<file path="src/rtl/lcd_cfg_pkg.sv">
package lcd_cfg_pkg;

  localparam int GPTS   = 12;
  localparam int GBITS  = 10;
  localparam int FRAMEW = 16;
  localparam int ON_STEPS = 20;

  typedef logic [GPTS-1:0][GBITS-1:0] gamma_t;

  typedef enum logic [2:0] {
    S_IDLE, S_ON_WAIT, S_ON_WR, S_MIR_WR, S_OFF_W1, S_OFF_WAIT, S_OFF_W2
  } seq_state_e;

  typedef enum logic [1:0] {FK_ON, FK_MIR, FK_OFF1, FK_OFF2} frame_kind_e;

  localparam logic [5:0] A_MODE  = 6'h02;
  localparam logic [5:0] A_PWR   = 6'h03;
  localparam logic [5:0] A_FLIP  = 6'h04;
  localparam logic [5:0] A_GHI   = 6'h11;
  localparam logic [5:0] A_GLO   = 6'h14;
  localparam logic [5:0] A_DRV0  = 6'h20;
  localparam logic [5:0] A_DRV1  = 6'h21;

  localparam logic [7:0] PWR_RUN  = 8'hDA;
  localparam logic [7:0] PWR_PWM  = 8'hD8;
  localparam logic [7:0] PWR_STBY = 8'hD0;
  localparam logic [7:0] DRV_VAL  = 8'hF0;
  localparam logic [7:0] FLIP_BASE = 8'h17;
  localparam logic [2:0] DEF_MODE = 3'd7;

  // Address in 15:10, fixed zero at 9, write flag at 8, data in 7:0.
  function automatic logic [FRAMEW-1:0] mk_frame(input logic [5:0] a, input logic [7:0] d);
    return {a, 1'b0, 1'b1, d};
  endfunction

  function automatic logic [7:0] flip_byte(input logic h, input logic v);
    logic [7:0] b;
    b = FLIP_BASE;
    if (h) b[0] = 1'b0;
    if (v) b[1] = 1'b0;
    return b;
  endfunction

  function automatic logic [7:0] gamma_hi(input gamma_t g, input int grp);
    logic [7:0] b;
    b = '0;
    for (int k = 0; k < 4; k++) b[7-2*k -: 2] = g[grp*4+k][9:8];
    return b;
  endfunction

  function automatic gamma_t default_gamma();
    gamma_t g;
    g[0]  = 10'd105;  g[1]  = 10'd315;  g[2]  = 10'd381;  g[3]  = 10'd431;
    g[4]  = 10'd490;  g[5]  = 10'd537;  g[6]  = 10'd579;  g[7]  = 10'd686;
    g[8]  = 10'd780;  g[9]  = 10'd837;  g[10] = 10'd880;  g[11] = 10'd1023;
    return g;
  endfunction

endpackage

</file>
<file path="src/rtl/lcd_spi_tx.sv">
module lcd_spi_tx #(
  parameter int HALF = 4
) (
  input  logic        clk,
  input  logic        rst_n,
  input  logic        start,
  input  logic [15:0] frame,
  output logic        idle,
  output logic        fin,
  output logic        sclk,
  output logic        mosi,
  output logic        cs_n
);
  localparam int HW = $clog2(2*HALF + 1);
  localparam logic [HW-1:0] H_END = HW'(HALF - 1);
  localparam logic [HW-1:0] G_END = HW'(2*HALF - 1);

  typedef enum logic [2:0] {T_IDLE, T_LOW, T_HIGH, T_TAIL, T_GAP} tx_state_e;

  tx_state_e   st;
  logic [15:0] sh;
  logic [HW-1:0] hc;
  logic [3:0]  bc;

  assign mosi = sh[15];
  assign idle = (st == T_IDLE);

  always_ff @(posedge clk or negedge rst_n) begin
    if (!rst_n) begin
      st   <= T_IDLE;
      sh   <= '0;
      hc   <= '0;
      bc   <= '0;
      sclk <= 1'b0;
      cs_n <= 1'b1;
      fin  <= 1'b0;
    end else begin
      fin <= 1'b0;
      unique case (st)
        T_IDLE: if (start) begin
          sh   <= frame;
          cs_n <= 1'b0;
          hc   <= '0;
          bc   <= '0;
          st   <= T_LOW;
        end
        T_LOW: if (hc == H_END) begin
          hc   <= '0;
          sclk <= 1'b1;
          st   <= T_HIGH;
        end else hc <= hc + 1'b1;
        T_HIGH: if (hc == H_END) begin
          hc   <= '0;
          sclk <= 1'b0;
          if (bc == 4'd15) st <= T_TAIL;
          else begin
            sh <= {sh[14:0], 1'b0};
            bc <= bc + 1'b1;
            st <= T_LOW;
          end
        end else hc <= hc + 1'b1;
        T_TAIL: if (hc == H_END) begin
          hc   <= '0;
          cs_n <= 1'b1;
          st   <= T_GAP;
        end else hc <= hc + 1'b1;
        T_GAP: if (hc == G_END) begin
          hc  <= '0;
          fin <= 1'b1;
          st  <= T_IDLE;
        end else hc <= hc + 1'b1;
        default: st <= T_IDLE;
      endcase
    end
  end
endmodule

</file>
<file path="src/rtl/lcd_delay_tmr.sv">
module lcd_delay_tmr #(
  parameter int W = 8
) (
  input  logic         clk,
  input  logic         rst_n,
  input  logic         load,
  input  logic [W-1:0] len,
  output logic         expire
);
  logic [W-1:0] cnt;
  logic         run;

  assign expire = run && (cnt == '0);

  always_ff @(posedge clk or negedge rst_n) begin
    if (!rst_n) begin
      cnt <= '0;
      run <= 1'b0;
    end else if (load) begin
      cnt <= len - 1'b1;
      run <= 1'b1;
    end else if (expire) begin
      run <= 1'b0;
    end else if (run) begin
      cnt <= cnt - 1'b1;
    end
  end
endmodule

</file>
<file path="src/rtl/lcd_cfg_frames.sv">
module lcd_cfg_frames
  import lcd_cfg_pkg::*;
(
  input  frame_kind_e  kind,
  input  logic [4:0]   step,
  input  logic [2:0]   mode,
  input  logic         hmir,
  input  logic         vmir,
  input  gamma_t       gam,
  output logic [15:0]  frame
);
  logic [5:0] addr;
  logic [7:0] data;
  int         s;

  always_comb begin
    s    = int'(step);
    addr = A_MODE;
    data = '0;
    unique case (kind)
      FK_ON: begin
        if (s == 0) begin
          addr = A_MODE;
          data = {4'b0001, 1'b0, mode} | 8'h08;
          data[7:4] = 4'h0;
        end else if (s == 1) begin
          addr = A_PWR;  data = PWR_RUN;
        end else if (s == 2) begin
          addr = A_DRV0; data = DRV_VAL;
        end else if (s == 3) begin
          addr = A_DRV1; data = DRV_VAL;
        end else if (s == 4) begin
          addr = A_FLIP; data = flip_byte(hmir, vmir);
        end else if (s < 8) begin
          addr = A_GHI + 6'(s - 5);
          data = gamma_hi(gam, s - 5);
        end else begin
          addr = A_GLO + 6'(s - 8);
          data = gam[s-8][7:0];
        end
      end
      FK_MIR:  begin addr = A_FLIP; data = flip_byte(hmir, vmir); end
      FK_OFF1: begin addr = A_PWR;  data = PWR_PWM;  end
      FK_OFF2: begin addr = A_PWR;  data = PWR_STBY; end
      default: begin addr = A_PWR;  data = PWR_STBY; end
    endcase
    frame = mk_frame(addr, data);
  end
endmodule

</file>
<file path="src/rtl/lcd_cfg_seq.sv">
module lcd_cfg_seq
  import lcd_cfg_pkg::*;
#(
  parameter int CLK_KHZ   = 125000,
  parameter int ON_MS     = 160,
  parameter int OFF_MS    = 50,
  parameter int SCLK_HALF = 4
) (
  input  logic         clk,
  input  logic         rst_n,
  input  logic         pwr_on_req,
  input  logic         pwr_off_req,
  input  logic         mirror_req,
  input  logic         cfg_load,
  input  logic [2:0]   cfg_mode,
  input  logic         cfg_hmir,
  input  logic         cfg_vmir,
  input  logic [119:0] cfg_gamma,
  output logic         vdd_en,
  output logic         panel_rst_n,
  output logic         spi_sclk,
  output logic         spi_mosi,
  output logic         spi_cs_n,
  output logic         busy,
  output logic         done
);
  localparam int ON_CYC  = ON_MS * CLK_KHZ;
  localparam int OFF_CYC = OFF_MS * CLK_KHZ;
  localparam int MAX_CYC = (ON_CYC > OFF_CYC) ? ON_CYC : OFF_CYC;
  localparam int TW      = $clog2(MAX_CYC + 1);
  localparam logic [4:0] LAST_STEP = 5'(ON_STEPS - 1);

  seq_state_e  state;
  logic [4:0]  step;
  logic        pend;
  logic [2:0]  mode_q;
  logic        hmir_q, vmir_q;
  gamma_t      gam_q;

  // named internal events
  logic        idle_w, acc_on, acc_off, acc_mir, load_ok, wr_state;
  logic        tx_start, tx_idle, tx_fin, tmr_load, tmr_exp;
  logic [TW-1:0] tmr_len;
  logic [15:0] cur_frame;
  frame_kind_e kind;

  assign idle_w   = (state == S_IDLE);
  assign busy     = !idle_w;
  assign acc_off  = idle_w && pwr_off_req && vdd_en;
  assign acc_on   = idle_w && pwr_on_req && !vdd_en;
  assign acc_mir  = idle_w && mirror_req && vdd_en && !pwr_off_req;
  assign load_ok  = idle_w && cfg_load;
  assign wr_state = (state == S_ON_WR) || (state == S_MIR_WR) ||
                    (state == S_OFF_W1) || (state == S_OFF_W2);
  assign tx_start = wr_state && tx_idle && !pend;
  assign tmr_load = acc_on || ((state == S_OFF_W1) && tx_fin);
  assign tmr_len  = acc_on ? TW'(ON_CYC) : TW'(OFF_CYC);

  always_comb begin
    unique case (state)
      S_MIR_WR: kind = FK_MIR;
      S_OFF_W1: kind = FK_OFF1;
      S_OFF_W2: kind = FK_OFF2;
      default:  kind = FK_ON;
    endcase
  end

  always_ff @(posedge clk or negedge rst_n) begin
    if (!rst_n) begin
      mode_q <= DEF_MODE;
      hmir_q <= 1'b0;
      vmir_q <= 1'b0;
      gam_q  <= default_gamma();
    end else if (load_ok) begin
      mode_q <= cfg_mode;
      hmir_q <= cfg_hmir;
      vmir_q <= cfg_vmir;
      gam_q  <= gamma_t'(cfg_gamma);
    end
  end

  always_ff @(posedge clk or negedge rst_n) begin
    if (!rst_n) begin
      state       <= S_IDLE;
      step        <= '0;
      pend        <= 1'b0;
      vdd_en      <= 1'b0;
      panel_rst_n <= 1'b0;
      done        <= 1'b0;
    end else begin
      done <= 1'b0;
      if (tx_start)    pend <= 1'b1;
      else if (tx_fin) pend <= 1'b0;
      unique case (state)
        S_IDLE: begin
          if (acc_off)      state <= S_OFF_W1;
          else if (acc_on) begin
            vdd_en <= 1'b1;
            state  <= S_ON_WAIT;
          end else if (acc_mir) state <= S_MIR_WR;
        end
        S_ON_WAIT: if (tmr_exp) begin
          panel_rst_n <= 1'b1;
          step        <= '0;
          state       <= S_ON_WR;
        end
        S_ON_WR: if (tx_fin) begin
          if (step == LAST_STEP) begin
            state <= S_IDLE;
            done  <= 1'b1;
          end else step <= step + 1'b1;
        end
        S_MIR_WR: if (tx_fin) begin
          state <= S_IDLE;
          done  <= 1'b1;
        end
        S_OFF_W1: if (tx_fin) begin
          panel_rst_n <= 1'b0;
          state       <= S_OFF_WAIT;
        end
        S_OFF_WAIT: if (tmr_exp) state <= S_OFF_W2;
        S_OFF_W2: if (tx_fin) begin
          vdd_en <= 1'b0;
          state  <= S_IDLE;
          done   <= 1'b1;
        end
        default: state <= S_IDLE;
      endcase
    end
  end

  lcd_cfg_frames u_frames (
    .kind  (kind),
    .step  (step),
    .mode  (mode_q),
    .hmir  (hmir_q),
    .vmir  (vmir_q),
    .gam   (gam_q),
    .frame (cur_frame)
  );

  lcd_delay_tmr #(.W(TW)) u_tmr (
    .clk    (clk),
    .rst_n  (rst_n),
    .load   (tmr_load),
    .len    (tmr_len),
    .expire (tmr_exp)
  );

  lcd_spi_tx #(.HALF(SCLK_HALF)) u_tx (
    .clk   (clk),
    .rst_n (rst_n),
    .start (tx_start),
    .frame (cur_frame),
    .idle  (tx_idle),
    .fin   (tx_fin),
    .sclk  (spi_sclk),
    .mosi  (spi_mosi),
    .cs_n  (spi_cs_n)
  );
endmodule

</file>
<file path="config.mk">
export PLATFORM = sky130hd
export DESIGN_NAME = lcd_cfg_seq
export DESIGN_NICKNAME = d
export VERILOG_FILES = /design/src/rtl/lcd_cfg_pkg.sv /design/src/rtl/lcd_spi_tx.sv /design/src/rtl/lcd_delay_tmr.sv /design/src/rtl/lcd_cfg_frames.sv /design/src/rtl/lcd_cfg_seq.sv
export SDC_FILE = /design/constraint.sdc
export NUM_CORES = 1
export LEC_CHECK = 0
export ABC_AREA = 1
export BUFFER_PORTS_ARGS = -buffer_cell sky130_fd_sc_hd__buf_2
export CAP_MARGIN = 0
export CORE_ASPECT_RATIO = 1.2
export CORE_MARGIN = 10
export CORE_UTILIZATION = 43
export CTS_CLUSTER_SIZE = 14
export DETAILED_ROUTE_END_ITERATION = 10
export SLEW_MARGIN = 10
export SYNTH_ARGS = -nofsm -noshare
export SYNTH_HDL_FRONTEND = slang
export SYNTH_SLANG_ARGS = --single-unit
export TNS_END_PERCENT = 20
</file>
<file path="constraint.sdc">
create_clock -name clk -period 5.1 [get_ports clk]
set_clock_uncertainty 0.15 [all_clocks]
set_input_delay 1.275 -clock clk [delete_from_list [all_inputs] [get_ports clk]]
set_output_delay 1.275 -clock clk [all_outputs]
set_load 0.005 [all_outputs]
</file>
---- Word-level counts from Yosys, hierarchy flattened ----
Cells that the tools add are included.
storage, ports and cells
  bits in registers ....................... 193
  bits of input ports ..................... 131
  output and inout port bits .............. 7
  logic and storage cells ................. 223
cells by class
  add/subtract/negate cells ............... 12
  $lt $le $gt $ge ......................... 6
  equality and inequality tests ........... 39
  multiplexer cells ....................... 88
  reductions and logical operators ........ 48
operators with widths
  kind                                                                   count
  10-bit binary-select mux with 4-bit select                             4
  32-bit by 6-bit < comparator with 1-bit output, second input constant  5
  25-bit two-way mux                                                     4
  10-bit two-way mux                                                     8
  32-bit by 3-bit adder with 32-bit output, second input constant        2
  8-bit two-way mux                                                      8
  25-bit by 1-bit subtractor with 25-bit output, second input constant   2
  16-bit two-way mux                                                     3
  3-bit two-way mux                                                      14
  6-bit two-way mux                                                      6
  32-bit by 2-bit adder with 32-bit output, second input constant        1
  16-bit one-hot mux with 2 select lines                                 1
  8-bit one-hot mux with 4 select lines                                  1
  25-bit zero test                                                       1
  10-bit binary-select mux with 2-bit select                             1
  4-bit two-way mux                                                      5
  2-bit by 1-bit != test with 1-bit output, second input constant        10
  3-bit one-hot mux with 6 select lines                                  1
  6-bit one-hot mux with 3 select lines                                  1
  2-bit nonzero test                                                     9
  1-bit two-way mux                                                      17
  5-bit two-way mux                                                      3
  3-bit one-hot mux with 5 select lines                                  1
  2-bit != test, second input constant                                   7
  other kinds (39)                                                       78

---- Longest topological paths before layout ----
Gate-level depths: netlist of run 1.
  word-level depth ........................ 14
  depth in mapped cells ................... 17
  depth with buffers taken out ............ 15

---- Cells and area by module ----
Synthesis of run 1 repeated with hierarchy kept, for this count alone.
second synthesis, totals
  cell total of the unflattened synthesis .. 1396
  area total of the unflattened synthesis .. 11623.6 um2
modules (own cells, without submodules)
  module          instances  cells each  area each (um2)  seq. area each (um2)
  lcd_cfg_seq     1          379         5729.2           3517.1
  lcd_delay_tmr   1          396         2407.3           650.6
  lcd_cfg_frames  1          405         1903.1           0.0
  lcd_spi_tx      1          216         1584.0           752.0

---- Worst setup path after synthesis of run 1 ----
Ideal clock, no wire load.
  path kind ............................... input to register
  start point ............................. input pwr_on_req
  end point ............................... register u_tmr.cnt[16]
  library setup time ...................... 0.118 ns
  arrival time ............................ 2.701 ns
  required time ........................... 4.832 ns
  path slack .............................. 2.130 ns
  cell stages on the path ................. 15
  path buffers ............................ 1
  cells stage by stage .................... inv_1 -> nor2_1 -> nand3_1 -> nand2_1 -> inv_1 -> buf_2 -> nand2_1 -> ha_1 -> inv_1 -> nor2_1 -> nand2_1 -> nor2_2 -> nand2_1 -> xor2_1 -> inv_1
on the way
  longest elaborated chain between the ends .. 5
  elaborated cells on any way between the ends .. 9
  classes of those cells .................. add/sub: 1; eq/ne: 1; mux: 2; reduce/logical: 5
RTL lines
  what                                                                         RTL line                              RTL
  from (decl)                                                                  lcd_cfg_seq.sv:11                     input logic pwr_on_req,
  1-bit logical AND (*) (2 in series)                                          lcd_cfg_seq.sv:50                     assign acc_on = idle_w && pwr_on_req && !vdd_en;
  25-bit two-way mux or 1-bit logical OR (tied branches)                       lcd_cfg_seq.sv:57, lcd_cfg_seq.sv:56
  25-bit by 1-bit subtractor with 25-bit output, or another cell as far along  lcd_delay_tmr.sv:20                   cnt <= len - 1'b1;
  25-bit two-way mux or 2-bit AND reduction (tied branches)                    --
  to (signal assigned)                                                         lcd_delay_tmr.sv:20
  to (signal assigned)                                                         lcd_delay_tmr.sv:25                   cnt <= cnt - 1'b1;
  to (decl)                                                                    lcd_delay_tmr.sv:10                   logic [W-1:0] cnt;
Every way passes the cells marked *; elsewhere a longest branch is shown, timed or not.
A chain may end at the register's enable or synchronous reset.

---- Worst setup path in the final report of run 1 ----
  start point ............................. input pwr_on_req
  end point ............................... register u_tmr.cnt[23]
The elaborated chain is that of the path after synthesis.

==> results of run 1 <==
## cells in the final DEF, fill, tap and decap left out, drive strengths merged
cell type  instances
or2                2
clkinvlp           1
o21ai             56
nand3b             1
o22ai              3
a22o               1
and3b              1
ha                14
mux2              78
nand4              8
o21bai             1
clkbuf            20
inv              164
o211ai            18
o31ai              2
a21oi             99
dfrtp            121
xor2              12
buf              147
and2               1
o221ai             2
nor3              17
nand3             92
nor2             159
nand2            320
a211oi             2
a221oi             1
xnor2              4
o21a               1
dfstp             72
a31oi              5
clkinv             8
## cell type report
| class | instances | area share |
|---|---|---|
| multi-input cells | 900 | 0.393 |
| flip-flops and latches | 193 | 0.410 |
| clock buffers | 19 | 0.0377 |
| repair buffers | 148 | 0.0658 |
| well taps | 320 | 0.0334 |
| inverters | 160 | 0.0500 |
| clock inverters | 13 | 0.0100 |
## flip-flops by register name (all words and copies together), names as in the netlist
register	flops
mode_q	3
pend	1
state	3
done	1
vmir_q	1
gam_q	120
u_tx.sclk	1
u_tx.sh	16
u_tx.hc	4
hmir_q	1
u_tmr.run	1
u_tx.cs_n	1
u_tx.fin	1
panel_rst_n	1
vdd_en	1
u_tx.bc	4
u_tx.st	3
u_tmr.cnt	25
step	5
## logic make-up after synthesis
group / Yosys count / share of synthesized area
buffers and inverters: 210 / 0.0872
flip-flops: 193 / 0.466
multiplexers: 78 / 0.0833
AND/OR/NAND/NOR: 601 / 0.234
adder cells (fa/ha/maj): 14 / 0.0166
AO/OA/AOI/OAI: 191 / 0.0993
XOR/XNOR: 16 / 0.0133
## worst min-delay path, delay by kind of cell (launching register included)
kind | cells | cell delay (ns)
compound gates | 1 | 0.05
buf+inv | 1 | 0.05
flops | 1 | 0.37
## stage by stage
| stage | std cells | utilization |
|---|---|---|
| 3_3_place_gp | 1721 | 0.475 |
| 2_1_floorplan | 1303 | - |
| 3_5_place_dp | 1721 | 0.475 |
| 5_1_grt | 1753 | 0.499 |
| 4_1_cts | 1753 | 0.499 |
| 6_report | 1753 | 0.499 |
## layer usage
metal / part of all wire / global-route usage / up-vias
met4: 0.025 / 0.0632 / 0
met3: 0.053 / 0.0374 / 43
met1: 0.44 / 0.245 / 4199
met2: 0.48 / 0.317 / 214
li1: - / - / 4419
met5: 0 / 0 / -
## power by group through the flow
stage	sequential [W]	clock (W)	combinational, W
2_1_floorplan	0.00156	0	0.00000126
3_3_place_gp	0.00156	0	0.0000947
3_5_place_dp	0.00156	0	0.0000944
4_1_cts	0.00153	0.00135	0.0000943
5_1_grt	0.00153	0.00142	0.000102
6_report	0.00153	0.00132	0.0000908
## worst max-delay path by stage
stage	startpoint	endpoint	slack [ns]
floorplan	pwr_on_req	u_tmr.cnt[16]	2.13
global placement	pwr_on_req	u_tmr.cnt[23]	1.32
detailed placement	pwr_on_req	u_tmr.cnt[23]	1.28
CTS	step[1]	u_tx.sh[15]	1.71
global route	step[1]	u_tx.sh[4]	1.35
finish	pwr_on_req	u_tmr.cnt[23]	1.71
==> impl_metrics.xml, run 1 <==
<?xml version="1.0" encoding="UTF-8"?>
<metrics>
  <group name="run_status">
    <metric name="result_of_the_run" unit="">finished, final reports clean</metric>
  </group>
  <group name="clocking">
    <metric name="post_cts_buffers" unit="">0</metric>
    <metric name="cts_resized" unit="">0</metric>
    <metric name="cts.htree.levels" unit="">4</metric>
    <metric name="clock_latency" unit="ns">0.44</metric>
    <metric name="numClockSinks" unit="">193</metric>
    <metric name="clockBufferDepth" unit="">2</metric>
    <metric name="clk_transition_reported_paths" unit="ns">0.07</metric>
    <metric name="cts_tree" unit="">yes</metric>
    <metric name="cts_made_buffers" unit="">17</metric>
    <metric name="cts_root_buf" unit="">sky130_fd_sc_hd__clkbuf_16</metric>
    <metric name="ctsHoldBuffers" unit="">0</metric>
  </group>
  <group name="finish">
    <metric name="multi_input_comb_area" unit="mm²">0.00472</metric>
    <metric name="layout-drive-gt1-share" unit="">0.242</metric>
    <metric name="antennaDiodeCount" unit="">0</metric>
    <metric name="flow.area_growth_from_synthesis" unit="%">13.8</metric>
    <metric name="sequential_cell_area" unit="mm²">0.00492</metric>
    <metric name="filler_cell_count" unit="">2391</metric>
    <metric name="finalInstanceArea" unit="mm²">0.0120</metric>
    <metric name="nNetsFinal" unit="">1565</metric>
  </group>
  <group name="logic_synthesis">
    <metric name="postSynth.asyncResetShare" unit="">1.00</metric>
    <metric name="synth_enable_flop_cells" unit="">0</metric>
    <metric name="synth.ff_latch_count" unit="">193</metric>
    <metric name="yosys.area.top_type_share" unit="">0.287</metric>
    <metric name="postSynthAreaPerCell" unit="µm²">8.09</metric>
    <metric name="number_of_standard_cells_after_synthesis" unit="">1303</metric>
    <metric name="syn_area" unit="mm²">0.0105</metric>
    <metric name="synth_ff_type" unit="">sky130_fd_sc_hd__dfrtp_1</metric>
    <metric name="netlist-cell-type-count" unit="">41</metric>
    <metric name="synth_seq_area_share" unit="">0.466</metric>
    <metric name="synth_warn" unit="">0</metric>
    <metric name="netlist_top_cells_area" unit="">sky130_fd_sc_hd__dfrtp_1 29%, sky130_fd_sc_hd__dfstp_2 18%, sky130_fd_sc_hd__nand2_1 11%</metric>
    <metric name="synth.largest_area_cell" unit="">sky130_fd_sc_hd__dfrtp_1</metric>
    <metric name="synth_fp_nets" unit="">1448</metric>
    <metric name="netlist_top_cells_count" unit="">316 x sky130_fd_sc_hd__nand2_1, 156 x sky130_fd_sc_hd__inv_1, 154 x sky130_fd_sc_hd__nor2_1, 121 x sky130_fd_sc_hd__dfrtp_1, 99 x sky130_fd_sc_hd__a21oi_1</metric>
    <metric name="synth_most_common_cell" unit="">sky130_fd_sc_hd__nand2_1</metric>
  </group>
  <group name="floorplan">
    <metric name="num_rows" unit="">62</metric>
    <metric name="initial_utilization" unit="">0.439</metric>
    <metric name="dieWidth" unit="µm">163</metric>
    <metric name="core" unit="mm²">0.0240</metric>
    <metric name="pin_count" unit="">138</metric>
    <metric name="design.die.area" unit="mm²">0.0312</metric>
    <metric name="floorplan.die.height" unit="µm">192</metric>
  </group>
  <group name="worst_hold_path">
    <metric name="min_from" unit="">gam_q[28]</metric>
    <metric name="worstHoldEndpoint" unit="">gam_q[28]</metric>
    <metric name="worstHoldPathType" unit="">flop to flop</metric>
    <metric name="hold_depth" unit="">2</metric>
  </group>
  <group name="critical_path">
    <metric name="cp_slowest_cell" unit="">sky130_fd_sc_hd__inv_1</metric>
    <metric name="worst-endpoint-arrival" unit="ns">3.58</metric>
    <metric name="worst_setup_path_end_kind" unit="">flop</metric>
    <metric name="cp_data_required_time" unit="ns">5.29</metric>
    <metric name="critical_path.max_stage_delay" unit="ns">0.51</metric>
    <metric name="timing.critical_path.depth" unit="">14</metric>
    <metric name="timing.reg2reg.setup_slack" unit="ns">1.72</metric>
    <metric name="path_buf_inv" unit="">6</metric>
    <metric name="worst_reg2reg_endpoint" unit="">u_tx.sh[15]</metric>
    <metric name="reg2reg_from" unit="">step[1]</metric>
    <metric name="crit_path_leading_delay_family" unit="">buffers and inverters</metric>
    <metric name="startpoint_kind_of_the_worst_setup_timing_path" unit="">input pin</metric>
    <metric name="reg2reg_depth" unit="">14</metric>
    <metric name="timing_worst_setup_path_type" unit="">input pin to flop</metric>
    <metric name="cp_max_fo" unit="">29</metric>
    <metric name="critical_path.cell_chain" unit="">buf_2 -&gt; inv_1 -&gt; nor2_1 -&gt; nand3_1 -&gt; buf_4 -&gt; nand2_1 -&gt; inv_1 -&gt; nand2_2 -&gt; inv_1 -&gt; nor2_1 -&gt; nand2_1 -&gt; nand2_1 -&gt; nand2_1 -&gt; inv_1</metric>
  </group>
  <group name="timing">
    <metric name="finalSetupViolations" unit="">0</metric>
    <metric name="finalHoldWorstSlack" unit="ns">0.322</metric>
    <metric name="setup_slack" unit="ns">1.71</metric>
    <metric name="final_period_minus_worst_setup_slack" unit="ns">3.39</metric>
    <metric name="finalHoldViolCount" unit="">0</metric>
    <metric name="rsz0062_at_grt" unit="">no</metric>
    <metric name="tns" unit="ns">0</metric>
    <metric name="worst_pin_slew" unit="ns">1.07</metric>
    <metric name="fmax" unit="MHz">295</metric>
    <metric name="number_of_max_slew_violations_in_the_final_report" unit="">0</metric>
    <metric name="timing.max_slew.rel_slack" unit="">0.289</metric>
    <metric name="final_critical_path_share_of_the_clock_period" unit="">0.665</metric>
  </group>
  <group name="global_route">
    <metric name="overflow" unit="">0</metric>
    <metric name="grt_antenna_before_repair" unit="">0</metric>
    <metric name="wire_length_of_the_first_global_routing_pass" unit="mm">47.6</metric>
    <metric name="first_global_vias" unit="">8885</metric>
    <metric name="grtUsageTotal" unit="">0.191</metric>
    <metric name="grt_max_degree" unit="">152</metric>
  </group>
  <group name="route">
    <metric name="finalWirelength" unit="mm">29.8</metric>
    <metric name="drc" unit="">0</metric>
    <metric name="viasPerCell" unit="">5.06</metric>
    <metric name="drt_pre_antenna_iters" unit="">5</metric>
    <metric name="dr_total_vias" unit="">8875</metric>
    <metric name="drtIter0Drc" unit="">660</metric>
    <metric name="antenna_violating_nets_post_route" unit="">0</metric>
    <metric name="routed_wire_length_per_instance" unit="µm">17.0</metric>
  </group>
  <group name="power">
    <metric name="worst_ir_drop_on_vdd" unit="µV">223</metric>
    <metric name="power.leakage" unit="nW">6.21</metric>
    <metric name="sequential_cell_fraction_of_total_power" unit="">0.520</metric>
    <metric name="finalPower" unit="W">0.00295</metric>
    <metric name="power_frac_clock" unit="">0.449</metric>
    <metric name="intPower" unit="W">0.00224</metric>
    <metric name="netSwitchingFraction" unit="">0.239</metric>
    <metric name="share_comb_of_total_power" unit="">0.031</metric>
    <metric name="cellPowerDensity" unit="mW/mm²">245</metric>
    <metric name="power.net_switching" unit="W">0.000703</metric>
  </group>
  <group name="placed_design">
    <metric name="placement.setup.worst_slack" unit="ns">1.28</metric>
    <metric name="postPlaceCellArea" unit="mm²">0.0114</metric>
    <metric name="gp_congestion" unit="">0.930</metric>
    <metric name="port-buffer-count" unit="">137</metric>
    <metric name="detailedPlacementHpwl" unit="mm">21.5</metric>
  </group>
  <group name="job">
    <metric name="maxcap_viol_count" unit="">0</metric>
  </group>
</metrics>
(Power assumes the default switching activity.)
==> inputs of run 2 (changes only) <==
clock period = 3.4 ns   (was 5.1 ns; I/O delays follow)
==> run 2 against run 1 <==
Sequential share of layout area is 0.42 points lower. Flip-flop and latch count unchanged. Critical path type is now flop to flop. Total power up 53%. Highest routed layer unchanged. Critical path depth decreased by 3.
==> impl_metrics.xml, run 2 (synthesis results as in run 1) <==
<?xml version="1.0" encoding="UTF-8"?>
<metrics>
  <group name="run_status">
    <metric name="result_of_the_run" unit="">finished, final reports clean</metric>
  </group>
  <group name="power">
    <metric name="sequential_cell_fraction_of_total_power" unit="">0.511</metric>
    <metric name="netSwitchingFraction" unit="">0.235</metric>
    <metric name="finalPower" unit="W">0.00450</metric>
    <metric name="cellPowerDensity" unit="mW/mm²">371</metric>
    <metric name="power.net_switching" unit="W">0.00106</metric>
    <metric name="share_comb_of_total_power" unit="">0.030</metric>
    <metric name="intPower" unit="W">0.00344</metric>
    <metric name="power.leakage" unit="nW">6.28</metric>
    <metric name="worst_ir_drop_on_vdd" unit="µV">346</metric>
    <metric name="power_frac_clock" unit="">0.459</metric>
  </group>
  <group name="placed_design">
    <metric name="postPlaceCellArea" unit="mm²">0.0115</metric>
    <metric name="placement.setup.worst_slack" unit="ns">0.625</metric>
    <metric name="detailedPlacementHpwl" unit="mm">21.6</metric>
    <metric name="gp_congestion" unit="">0.930</metric>
    <metric name="port-buffer-count" unit="">137</metric>
  </group>
  <group name="timing">
    <metric name="worst_pin_slew" unit="ns">0.716</metric>
    <metric name="finalSetupViolations" unit="">0</metric>
    <metric name="timing.max_slew.rel_slack" unit="">0.521</metric>
    <metric name="final_critical_path_share_of_the_clock_period" unit="">0.798</metric>
    <metric name="fmax" unit="MHz">369</metric>
    <metric name="rsz0062_at_grt" unit="">no</metric>
    <metric name="setup_slack" unit="ns">0.688</metric>
    <metric name="number_of_max_slew_violations_in_the_final_report" unit="">0</metric>
    <metric name="final_period_minus_worst_setup_slack" unit="ns">2.71</metric>
    <metric name="tns" unit="ns">0</metric>
    <metric name="finalHoldViolCount" unit="">0</metric>
  </group>
  <group name="finish">
    <metric name="flow.area_growth_from_synthesis" unit="%">15.0</metric>
    <metric name="finalInstanceArea" unit="mm²">0.0121</metric>
    <metric name="sequential_cell_area" unit="mm²">0.00492</metric>
    <metric name="antennaDiodeCount" unit="">0</metric>
    <metric name="largest_reg_flops" unit="">120</metric>
    <metric name="mostFrequentLayoutCell" unit="">sky130_fd_sc_hd__nand2_1</metric>
    <metric name="final_core_util" unit="">0.504</metric>
    <metric name="reg.largest.list" unit="">gam_q (120), u_tmr.cnt (25), u_tx.sh (16)</metric>
    <metric name="nNetsFinal" unit="">1574</metric>
    <metric name="multi_input_comb_area" unit="mm²">0.00472</metric>
    <metric name="most_frequent_cells_in_the_layout" unit="">316 x sky130_fd_sc_hd__nand2_1, 156 x sky130_fd_sc_hd__inv_1, 154 x sky130_fd_sc_hd__nor2_1, 136 x sky130_fd_sc_hd__buf_2, 120 x sky130_fd_sc_hd__dfrtp_1</metric>
    <metric name="registers.top_by_ff_count" unit="">gam_q</metric>
    <metric name="filler_cell_count" unit="">2374</metric>
    <metric name="layout-drive-gt1-share" unit="">0.247</metric>
  </group>
  <group name="critical_path">
    <metric name="cp_max_fo" unit="">18</metric>
    <metric name="timing.reg2reg.setup_slack" unit="ns">0.69</metric>
    <metric name="reg2reg_from" unit="">step[3]</metric>
    <metric name="cp_data_required_time" unit="ns">3.58</metric>
    <metric name="reg2reg_depth" unit="">11</metric>
    <metric name="worst_setup_path_end_kind" unit="">flop</metric>
    <metric name="startpoint_kind_of_the_worst_setup_timing_path" unit="">flop</metric>
    <metric name="worst-endpoint-arrival" unit="ns">2.89</metric>
    <metric name="timing_worst_setup_path_type" unit="">flop to flop</metric>
    <metric name="worst_setup_path_startpoint" unit="">step[3]</metric>
    <metric name="worst_reg2reg_endpoint" unit="">u_tx.sh[0]</metric>
  </group>
  <group name="floorplan">
    <metric name="core" unit="mm²">0.0240</metric>
    <metric name="num_rows" unit="">62</metric>
    <metric name="initial_utilization" unit="">0.439</metric>
    <metric name="dieWidth" unit="µm">163</metric>
    <metric name="pin_count" unit="">138</metric>
    <metric name="design.die.area" unit="mm²">0.0312</metric>
    <metric name="floorplan.die.height" unit="µm">192</metric>
  </group>
  <group name="global_route">
    <metric name="wire_length_of_the_first_global_routing_pass" unit="mm">47.8</metric>
    <metric name="grt_antenna_before_repair" unit="">0</metric>
    <metric name="first_global_vias" unit="">8995</metric>
    <metric name="grtUsageTotal" unit="">0.192</metric>
    <metric name="overflow" unit="">0</metric>
    <metric name="grt_max_degree" unit="">83</metric>
  </group>
  <group name="clocking">
    <metric name="cts_tree" unit="">yes</metric>
    <metric name="clock_latency" unit="ns">0.44</metric>
    <metric name="cts_resized" unit="">0</metric>
    <metric name="clockBufferDepth" unit="">2</metric>
    <metric name="ctsHoldBuffers" unit="">0</metric>
    <metric name="post_cts_buffers" unit="">0</metric>
    <metric name="clk_transition_reported_paths" unit="ns">0.08</metric>
    <metric name="cts_made_buffers" unit="">17</metric>
    <metric name="numClockSinks" unit="">193</metric>
    <metric name="cts.htree.levels" unit="">4</metric>
    <metric name="cts_root_buf" unit="">sky130_fd_sc_hd__clkbuf_16</metric>
  </group>
  <group name="route">
    <metric name="viasPerCell" unit="">5.05</metric>
    <metric name="drtIter0Drc" unit="">686</metric>
    <metric name="finalWirelength" unit="mm">29.4</metric>
    <metric name="drc" unit="">0</metric>
    <metric name="dr_total_vias" unit="">8902</metric>
    <metric name="drt_pre_antenna_iters" unit="">5</metric>
    <metric name="antenna_violating_nets_post_route" unit="">0</metric>
    <metric name="routed_wire_length_per_instance" unit="µm">16.7</metric>
  </group>
  <group name="worst_hold_path">
    <metric name="worstHoldPathType" unit="">input pin to asynchronous set/reset pin</metric>
  </group>
  <group name="job">
    <metric name="maxcap_viol_count" unit="">0</metric>
  </group>
</metrics>
==> run 2: critical path: stages, from the launching register on <==
cell and delay [ns]:
sky130_fd_sc_hd__dfrtp_1 0.54, sky130_fd_sc_hd__inv_1 0.31, sky130_fd_sc_hd__ha_1 0.37, sky130_fd_sc_hd__clkinv_1 0.50, sky130_fd_sc_hd__a21oi_1 0.25, sky130_fd_sc_hd__o21ai_0 0.11
sky130_fd_sc_hd__nand2_1 0.12, sky130_fd_sc_hd__nand2_1 0.06, sky130_fd_sc_hd__nand2_1 0.06, sky130_fd_sc_hd__nand2_1 0.04, sky130_fd_sc_hd__nand2_1 0.05, sky130_fd_sc_hd__nand2_1 0.04
==> run 2: cell type report <==
class,instances,area share
Clock buffer,19,0.0373
Clock inverter,13,0.0116
Inverter,160,0.0495
Multi-Input combinational cell,900,0.389
Sequential cell,193,0.406
Tap cell,320,0.0330
Timing Repair Buffer,157,0.0737
==> run 2: per-layer routing <==
metal | wire length (µm) | GRT usage
met2 | 14400 | 0.322
met3 | 1230 | 0.0327
met1 | 13400 | 0.250
met5 | 0 | 0
met4 | 426 | 0.0493
==> run 2: worst max-delay path by stage <==
stage,end
floorplan,u_tx.sh[1]
finish,u_tx.sh[0]
global placement,u_tmr.cnt[16]
CTS,u_tx.sh[1]
detailed placement,u_tmr.cnt[16]
global route,u_tx.sh[0]
==> run 2: power by group through the flow <==
stage	logic (W)	registers (W)	clock network, W
after CTS	0.000141	0.00230	0.00210
after global placement	0.000140	0.00234	0
after detailed placement	0.000140	0.00234	0
after floorplan	0.00000188	0.00234	0
final	0.000135	0.00230	0.00206
after global routing	0.000152	0.00230	0.00220
==> run 2: through the flow <==
step           cells  hold WS, ns
2_1_floorplan   1303        0.285
3_3_place_gp    1730        0.299
3_5_place_dp    1730        0.309
4_1_cts         1762        0.258
5_1_grt         1762        0.270
6_report        1762        0.243
